## src/rtl/irqx_pkg.sv

```systemverilog
package irqx_pkg;

  typedef enum logic [1:0] {
    RK_ENABLE = 2'd0,
    RK_FLAG   = 2'd1,
    RK_LATCH  = 2'd2,
    RK_NONE   = 2'd3
  } reg_kind_e;

endpackage

```

## src/rtl/irqx_prio.sv

```systemverilog
// Fixed-priority picker: the lowest set bit wins.
module irqx_prio #(
  parameter  int W  = 8,
  localparam int SW = (W > 1) ? $clog2(W) : 1
) (
  input  logic [W-1:0]  req,
  output logic          any,
  output logic [SW-1:0] idx,
  output logic [W-1:0]  onehot
);

  always_comb begin
    idx = '0;
    for (int i = W - 1; i >= 0; i--) begin
      if (req[i]) idx = SW'(i);
    end
    any    = |req;
    onehot = {{(W-1){1'b0}}, any} << idx;
  end

  // Grant must point at a requesting bit with nothing of higher priority below it.
  always_comb begin
    if (any) begin
      assert_grant_lowest_R5: assert (req[idx] && ((req & (onehot - W'(1))) == '0))
        else $error("priority grant is not the lowest active bit");
    end
  end

endmodule

```

## src/rtl/irqx_group.sv

```systemverilog
// One group: latched flags, enables, handshake latch and forward pulse.
module irqx_group #(
  parameter  int NS = 8,
  localparam int SW = (NS > 1) ? $clog2(NS) : 1
) (
  input  logic          clk,
  input  logic          rst,
  input  logic [NS-1:0] evt,
  input  logic          en_we,
  input  logic [NS-1:0] en_wdata,
  input  logic          clr_we,
  input  logic [NS-1:0] clr_mask,
  input  logic          ack_clr,
  input  logic          fetch,
  output logic [NS-1:0] flags,
  output logic [NS-1:0] enables,
  output logic          ack,
  output logic          irq,
  output logic          win_any,
  output logic [SW-1:0] win_idx
);

  logic [NS-1:0] active;
  logic [NS-1:0] win_oh;
  logic [NS-1:0] drop;
  logic          fire;

  assign active = flags & enables;

  irqx_prio #(.W(NS)) u_prio (
    .req    (active),
    .any    (win_any),
    .idx    (win_idx),
    .onehot (win_oh)
  );

  assign fire = win_any && !ack;

  always_comb begin
    drop = '0;
    if (fetch)  drop = drop | win_oh;
    if (clr_we) drop = drop | clr_mask;
  end

  always_ff @(posedge clk) begin
    if (rst) begin
      flags   <= '0;
      enables <= '0;
      ack     <= 1'b0;
      irq     <= 1'b0;
    end else begin
      flags <= (flags & ~drop) | evt;   // a fresh event beats any clear
      if (en_we) enables <= en_wdata;
      ack <= fire | (ack & ~ack_clr);
      irq <= fire;
    end
  end

  // Without any clear source active, no latched flag may drop.
  assert_flags_hold_R1: assert property (@(posedge clk) disable iff (rst)
    (!fetch && !clr_we) |=> ((flags & $past(flags)) == $past(flags)))
    else $error("flag dropped without a clear");

  // A forward needs an active source in the previous cycle.
  assert_irq_needs_active_R2: assert property (@(posedge clk) disable iff (rst)
    irq |-> $past(win_any))
    else $error("request forwarded with no active source");

  // The latch closes on a forward, so no back-to-back pulses.
  assert_single_pulse_R3: assert property (@(posedge clk) disable iff (rst)
    irq |=> !irq)
    else $error("group forwarded twice in a row");

  // A closed latch stays closed until software writes 1.
  assert_latch_holds_R4: assert property (@(posedge clk) disable iff (rst)
    (ack && !ack_clr) |=> ack)
    else $error("latch opened without a write");

endmodule

```

## src/rtl/irqx_expander.sv

```systemverilog
module irqx_expander
  import irqx_pkg::*;
#(
  parameter  int NG    = 12,
  parameter  int NS    = 8,
  localparam int GRP_W = $clog2(NG),
  localparam int SEL_W = (NS > 1) ? $clog2(NS) : 1,
  localparam int VEC_W = $clog2(NG * NS),
  localparam int REG_W = (NG > NS) ? NG : NS
) (
  input  logic             clk,
  input  logic             rst,
  input  logic [NG*NS-1:0] src_evt,
  input  logic             reg_we,
  input  logic [1:0]       reg_kind,
  input  logic [GRP_W-1:0] reg_grp,
  input  logic [REG_W-1:0] reg_wdata,
  output logic [REG_W-1:0] reg_rdata,
  input  logic             vec_req,
  input  logic [GRP_W-1:0] vec_grp,
  output logic             vec_valid,
  output logic [VEC_W-1:0] vec_idx,
  output logic [NG-1:0]    cpu_irq
);

  reg_kind_e        kind;
  logic [NS-1:0]    flags   [NG];
  logic [NS-1:0]    enables [NG];
  logic [SEL_W-1:0] win_idx [NG];
  logic [NG-1:0]    win_any;
  logic [NG-1:0]    ack;

  logic             sel_hit;
  logic [SEL_W-1:0] sel_idx;
  logic [NS-1:0]    rd_flags;
  logic [NS-1:0]    rd_en;

  assign kind = reg_kind_e'(reg_kind);

  for (genvar g = 0; g < NG; g++) begin : g_grp
    irqx_group #(.NS(NS)) u_grp (
      .clk      (clk),
      .rst      (rst),
      .evt      (src_evt[g*NS +: NS]),
      .en_we    (reg_we && kind == RK_ENABLE && reg_grp == GRP_W'(g)),
      .en_wdata (reg_wdata[NS-1:0]),
      .clr_we   (reg_we && kind == RK_FLAG && reg_grp == GRP_W'(g)),
      .clr_mask (reg_wdata[NS-1:0]),
      .ack_clr  (reg_we && kind == RK_LATCH && reg_wdata[g]),
      .fetch    (vec_req && vec_grp == GRP_W'(g)),
      .flags    (flags[g]),
      .enables  (enables[g]),
      .ack      (ack[g]),
      .irq      (cpu_irq[g]),
      .win_any  (win_any[g]),
      .win_idx  (win_idx[g])
    );
  end

  // Group selection for the vector fetch and the register read.
  always_comb begin
    sel_hit  = 1'b0;
    sel_idx  = '0;
    rd_flags = '0;
    rd_en    = '0;
    for (int g = 0; g < NG; g++) begin
      if (vec_grp == GRP_W'(g)) begin
        sel_hit = win_any[g];
        sel_idx = win_idx[g];
      end
      if (reg_grp == GRP_W'(g)) begin
        rd_flags = flags[g];
        rd_en    = enables[g];
      end
    end
  end

  always_ff @(posedge clk) begin
    if (rst) begin
      vec_valid <= 1'b0;
      vec_idx   <= '0;
    end else begin
      vec_valid <= vec_req && sel_hit;
      vec_idx   <= (vec_req && sel_hit)
                   ? VEC_W'(vec_grp) * VEC_W'(NS) + VEC_W'(sel_idx)
                   : '0;
    end
  end

  always_ff @(posedge clk) begin
    if (rst) begin
      reg_rdata <= '0;
    end else begin
      unique case (kind)
        RK_ENABLE: reg_rdata <= REG_W'(rd_en);
        RK_FLAG:   reg_rdata <= REG_W'(rd_flags);
        RK_LATCH:  reg_rdata <= REG_W'(ack);
        default:   reg_rdata <= '0;
      endcase
    end
  end

  assert_vec_in_range_R6: assert property (@(posedge clk) disable iff (rst)
    vec_valid |-> (int'(vec_idx) < NG * NS))
    else $error("vector index out of range");

  assert_vec_after_req_R6: assert property (@(posedge clk) disable iff (rst)
    vec_valid |-> $past(vec_req))
    else $error("vector valid without a request");

  assert_idle_vec_zero_R6: assert property (@(posedge clk) disable iff (rst)
    !vec_valid |-> (vec_idx == '0))
    else $error("vector index not zero when invalid");

endmodule

```

## config.mk

```make
export PLATFORM = sky130hd
export DESIGN_NAME = irqx_expander
export DESIGN_NICKNAME = d
export VERILOG_FILES = /design/src/rtl/irqx_pkg.sv /design/src/rtl/irqx_prio.sv /design/src/rtl/irqx_group.sv /design/src/rtl/irqx_expander.sv
export SDC_FILE = /design/constraint.sdc
export NUM_CORES = 1
export LEC_CHECK = 0
export BUFFER_PORTS_ARGS = -buffer_cell sky130_fd_sc_hd__buf_2
export CORE_MARGIN = 5
export CORE_UTILIZATION = 30
export CTS_CLUSTER_DIAMETER = 100
export DETAILED_ROUTE_END_ITERATION = 6
export PLACE_DENSITY = 0.54
export SLEW_MARGIN = 20
export SYNTH_ARGS = -nofsm -noshare
export SYNTH_HDL_FRONTEND = slang
export SYNTH_SLANG_ARGS = --single-unit
```

## constraint.sdc

```tcl
create_clock -name clk -period 2.2 [get_ports clk]
set_input_delay 0.22 -clock clk [delete_from_list [all_inputs] [get_ports clk]]
set_output_delay 0.22 -clock clk [all_outputs]
set_load 0.005 [all_outputs]
```

==> flow_summary.json, run 1 <==
{
  "status": "finished, violations left",
  "violations": "DRC",
  "worstSkewPairLatency_ns": 0.59,
  "grt_antenna_before_repair": 4,
  "cts_buffer_depth": 3,
  "drt_first_pass_iters": 7,
  "num-fill-cells": 4361,
  "clkTransAtPathRegs_ns": 0.06,
  "fp.dieArea_um2": 48230,
  "ant_nets": 0,
  "post-route-period-util": 0.9622,
  "routabilityCongestion": 1.023,
  "syn_avg_cell_area_um2": 7.580,
  "totalPowerFinal_mw": 11.39,
  "initialDrtViolationCount": 1943,
  "drive_gt1_frac": 0.2286,
  "syn_inst": 1739,
  "vias": 15740,
  "synthSimpleGateAreaFrac": 0.2898,
  "worstPathRequired_ns": 2.73,
  "yosys.cell_types.count": 83,
  "synthesis.nets": 1861,
  "cts_tree": "done",
  "cap_viol_max_count": 0,
  "ys_top_cells_by_area": "dfxtp_1 (36%), nand2_1 (11%), a21oi_1 (5.2%)",
  "wire_per_inst_um": 24.92,
  "yosys.area.top_type": "dfxtp_1",
  "synthesis.area_um2": 13180,
  "hp-class": "input port to flop",
  "synth_xor_area_frac": 0,
  "worstMarginPinSlew_ns": 1.084,
  "skew_ns": 0.02376,
  "worstSetupPathType": "flop to flop",
  "initial_core_util": 0.3047,
  "grt_max_degree": 93,
  "grt_pass1_wl_um": 99390,
  "cts_root_buf": "clkbuf_16",
  "cts_made_buffers": 29,
  "slew_violations": 0,
  "finalHoldViolCount": 0,
  "yosysSeqAreaShare": 0.3584,
  "syn_to_final_growth_pct": 37.28,
  "grtUsageTotal": 0.2733,
  "synthTopCellsByCount": "nand2_1 (384), dfxtp_1 (236), nor2_1 (182)",
  "synth_compound_area_frac": 0.2551,
  "setup_violations": 0,
  "numClockSinks": 236,
  "totalWireLength_um": 68600,
  "synthArstFlopShare": 0,
  "yosysWarningCount": 0,
  "crit_path_start_kind": "flop",
  "rsz0062_at_grt": "false",
  "critPathMaxFanout": 4,
  "synth_edf_count": 0,
  "final_util": 0.4182,
  "grt.overflow.total": 0,
  "synth_top_family_by_area": "simple AND/OR/NAND/NOR gates",
  "nNetsFinal": 2266,
  "synth_adder_area_share": 0,
  "ios": 154,
  "synth_top_flop_cell": "dfxtp_1",
  "grt_pass1_vias": 14950,
  "htree_levels": 1,
  "die_h_um": 219.6,
  "irDropWorstVdd_mv": 0.5749,
  "fin_ws_ns": 0.08308,
  "arrival_ns": 2.65,
  "ys_ff_latch": 236,
  "period_minus_slack_ns": 2.117,
  "num_rows": 76,
  "end_kind": "flop",
  "power_density_nw_per_um2": 629.6,
  "maxSlewHeadroom": 0.2771,
  "pre_cts_ws_ns": -0.1402,
  "port_buffers": 153,
  "fin_tns_setup_ns": 0,
  "yosysTopAreaCellShare": 0.3584,
  "die-width_um": 219.6,
  "routed_via_density": 5.719,
  "max_freq_mhz": 472.4,
  "drc": 1,
  "synthMuxAreaShare": 0.05078,
  "core_area_um2": 43270,
  "hpwl_um": 53050,
  "yosysMostFrequentCell": "nand2_1",
  "p_leak_nw": 6.906
}
-- logic make-up (layout without fill, tap and decap cells) --
kind of cell,Yosys count,in the layout
AOI/OAI and AO/OA,496,496
buffers and inverters,125,551
DFF,236,236
muxes,47,47
other,0,3
and+or+nand+nor,835,835
-- placed cells by master (no fill, tap or decap), types with 9 or more instances in the layout --
master         synthesis  final
buf_4                 17    219
a32oi_1               16     16
o21a_1                12     12
inv_1                 11     11
nand2_1              384    384
mux2i_1               23     23
buf_2                 28    152
a22oi_2                7     10
a21oi_1              138    138
nand3_1               86     86
o21ai_0               27     27
a31oi_1               98     98
nor3b_1               10     10
o21ai_1               22     21
and2_1                26     26
dlygate4sd3_1          0    103
o211ai_1              13     13
a22o_1                19     19
mux4_2                15     15
nor3_1                27     27
nor2b_1               16     16
a311oi_1              13     13
nor3_2                 9      9
dfxtp_1              236    236
nor2_1               182    181
nand4_1               23     23
a22oi_1               55     52
nand2b_1              16     16
clkbuf_16              0     29
buf_12                 0     11
-- worst max-delay path: stages, from the launching register on --
cell	delay, ns
dfxtp_1	0.49
a22o_1	0.27
o211ai_2	0.13
nor2b_4	0.15
o21a_1	0.16
or4_1	0.51
a21oi_1	0.22
o21a_1	0.14
-- timing repair --
action,4_1_cts,5_1_grt
endpoints found under the hold margin,110,0
buffers inserted,0,3
gates resized for setup,0,7
hold buffers,103,0
setup endpoints to repair,0,11
-- final timing paths --
check	slack, ns	from	depth (start not counted)	to
worst min register to register	0.48	g_grp[9].u_grp.ack	1	g_grp[9].u_grp.irq
worst min-delay path	0.05	vec_grp[3]	2	vec_idx[6]
worst max register to register	0.08	g_grp[4].u_grp.enables[7]	7	vec_idx[2]
worst max-delay path	0.08	g_grp[4].u_grp.enables[7]	7	vec_idx[2]
-- registers in the layout, summed over array words and instances, names as in the netlist --
name / count
g_grp.u_grp.ack: 12
g_grp.u_grp.enables: 96
g_grp.u_grp.flags: 96
g_grp.u_grp.irq: 12
vec_valid: 1
reg_rdata: 12
vec_idx: 7
-- final cells by class --
| cell class | count | area, µm² | share of cell area |
|---|---|---|---|
| Clock buffer | 40 | 807.0 | 0.04460 |
| Timing Repair Buffer | 486 | 3667 | 0.2027 |
| Multi-Input combinational cell | 1378 | 7883 | 0.4356 |
| Inverter | 13 | 48.80 | 0.002697 |
| Sequential cell | 236 | 4725 | 0.2611 |
| Clock inverter | 12 | 225.2 | 0.01245 |
| Tap cell | 585 | 732.0 | 0.04045 |
| Antenna cell | 3 | 7.507 | 0.0004149 |
-- report_power, final --
part	leakage (nW)	total [mW]	switching (mW)	internal, mW
combinational	4.46	1.52	0.877	0.647
clock	0.509	5.25	2.00	3.26
sequential	1.93	4.62	0.193	4.42
-- routing by layer --
layer	GRT usage	share of wire	vias up
li1	-	-	7172
met1	0.3685	0.43	7606
met2	0.4452	0.45	801
met3	0.03943	0.074	163
met4	0.1021	0.044	2
met5	0	0.00012	-
-- through the flow --
step	cell area (µm²)	instances	hold WS [ns]
final	18090	2753	0.04771
after floorplan	13180	1739	0.3352
after CTS	18030	2747	0.02198
after global placement	15970	2592	0.4254
after detailed placement	15970	2592	0.4317
after global routing	18090	2750	0.04550
No activity file was read; power rests on OpenSTA's default activity.
==> run 2: changes to the inputs <==
- CTS_BUF_LIST: not set -> sky130_fd_sc_hd__clkbuf_8
==> run 2 against run 1 <==
Net effect:
- cell area is 0.41% lower
- die area unchanged
- sequential power barely moved
- sequential share of layout area grew 0.11 points
- the flow now finishes without violations
- clock power down 10%
- critical path depth did not move
- critical path type unchanged
- clock skew rose by 0.032 ns
- clock-buffer cell count up 15
- core utilization fell by 0.17 points
- routed wire length increased by 0.70%
==> flow_summary.json, run 2 (same netlist as run 1, synthesis figures left out) <==
{
  "hold_end": "g_grp[11].u_grp.enables[0]",
  "slew_violations": 0,
  "cts_buffer_depth": 3,
  "finalHoldViolCount": 0,
  "crit_path_start_kind": "flop",
  "grt_max_degree": 93,
  "worstPathRequired_ns": 2.80,
  "num_rows": 76,
  "port_buffers": 153,
  "regArea_um2": 4725,
  "initial_core_util": 0.3047,
  "rsz0062_at_grt": "false",
  "period_minus_slack_ns": 2.115,
  "r2r_start": "g_grp[4].u_grp.enables[7]",
  "regToRegSetupSlack_ns": 0.09,
  "place_area_um2": 15970,
  "p_leak_nw": 6.940,
  "hpwl_um": 53050,
  "totalWireLength_um": 69080,
  "stdcell_count": 2780,
  "worstHoldStart": "reg_wdata[0]",
  "drc": 0,
  "cap_viol_max_count": 0,
  "whs_path_depth": 3,
  "routed_via_density": 5.737,
  "fin_area_um2": 18020,
  "grtUsageTotal": 0.2771,
  "ios": 154,
  "end_kind": "flop",
  "skew_ns": 0.05542,
  "cts_made_buffers": 45,
  "grt_antenna_before_repair": 6,
  "clkTransAtPathRegs_ns": 0.07,
  "num-fill-cells": 4396,
  "max_freq_mhz": 472.8,
  "numClockSinks": 236,
  "grt_pass1_vias": 15230,
  "htree_levels": 2,
  "layout_commonest_cell": "nand2_1",
  "drt_first_pass_iters": 6,
  "worstSetupPathType": "flop to flop",
  "worstMarginPinSlew_ns": 1.097,
  "ant_nets": 0,
  "syn_to_final_growth_pct": 36.72,
  "post-route-period-util": 0.9613,
  "largestRegisters": "g_grp.u_grp.enables: 96 flops, g_grp.u_grp.flags: 96 flops",
  "core_area_um2": 43270,
  "cts_root_buf": "clkbuf_8",
  "cts_tree": "done",
  "final_cell_mix": "nand2_1 (384), dfxtp_1 (236), buf_4 (217)",
  "nNetsFinal": 2283,
  "multi_input_area_um2": 7883,
  "critPathMaxFanout": 4,
  "irDropWorstVdd_mv": 0.3271,
  "status": "finished clean",
  "routabilityCongestion": 1.023,
  "fin_ws_ns": 0.08506,
  "die_h_um": 219.6,
  "drive_gt1_frac": 0.2331,
  "grt.overflow.total": 0,
  "die-width_um": 219.6,
  "arrival_ns": 2.71,
  "initialDrtViolationCount": 2251,
  "hp-class": "input port to flop",
  "grt_pass1_wl_um": 100200,
  "setup_violations": 0,
  "vias": 15950,
  "pre_cts_ws_ns": -0.1402,
  "wire_per_inst_um": 24.85,
  "maxSlewHeadroom": 0.2689,
  "r2r_cells": 7,
  "fp.dieArea_um2": 48230,
  "power_density_nw_per_um2": 601.6,
  "worstSkewPairLatency_ns": 0.65,
  "numPlacedInstances": 2592,
  "timing.rr.end": "vec_idx[2]"
}
-- run 2: cell count changes in the layout (fill, tap and decap cells not counted), moves of 3 or more --
cell	previous run	this run
dlygate4sd3_1	103	106
clkbuf_1	7	0
inv_1	11	26
clkbuf_8	4	55
clkbuf_16	29	0
bufinv_16	6	3
-- run 2: repair_timing --
action                     CTS  global route
buffers inserted             0             1
setup endpoints to repair    0            10
resized for setup            0             7
hold endpoints to repair   113             0
hold buffers               106             0
-- run 2: metrics by stage --
stage               hold slack [ns]    util  TNS (ns)  total power, mW
finish                      0.03611  0.4165         0            10.84
global route                0.03780  0.4163         0            11.19
CTS                        0.006146  0.4154         0            10.87
detailed placement           0.4317  0.3691   -0.1402            6.040
floorplan                    0.3352       -         0            5.258
global placement             0.4254  0.3691   -0.1082            6.037
-- run 2: metal layers --
| metal | GRT usage | wire, µm |
|---|---|---|
| met5 | 0 | 7 |
| met4 | 0.1048 | 2964 |
| met3 | 0.04932 | 6112 |
| met2 | 0.4463 | 31010 |
| met1 | 0.3714 | 28990 |
-- run 2: worst max path at each step --
stage | from | end | slack (ns) | depth (start not counted)
2_1_floorplan | g_grp[3].u_grp.enables[0] | vec_idx[3] | 0.46 | 7
3_3_place_gp | reg_grp[2] | reg_rdata[0] | -0.10 | 9
3_5_place_dp | reg_grp[2] | reg_rdata[0] | -0.14 | 9
4_1_cts | g_grp[1].u_grp.enables[2] | vec_idx[2] | 0.05 | 7
5_1_grt | g_grp[5].u_grp.flags[4] | g_grp[5].u_grp.flags[6] | 0.005 | 7
6_report | g_grp[4].u_grp.enables[7] | vec_idx[2] | 0.09 | 7
-- run 2: cell type report --
cell class	count	share of cell area
Timing Repair Buffer	487	0.2043
Sequential cell	236	0.2622
Clock inverter	23	0.01035
Tap cell	585	0.04062
Inverter	13	0.002708
Clock buffer	55	0.04201
Antenna cell	3	0.0004166
Multi-Input combinational cell	1378	0.4374
-- run 2: power by group --
group | switching (mW) | total, mW | internal (mW)
logic | 0.878 | 1.53 | 0.650
clock network | 2.09 | 4.70 | 2.61
registers | 0.191 | 4.62 | 4.42
total | 3.16 | 10.8 | 7.68
-- run 2: critical path, cell delays in order (launching register included) --
cell and delay, ns:
dfxtp_1 0.50, a22o_1 0.26, o211ai_2 0.12, nor2b_4 0.15
o21a_1 0.16, or4_1 0.51, a21oi_1 0.22, o21a_1 0.14
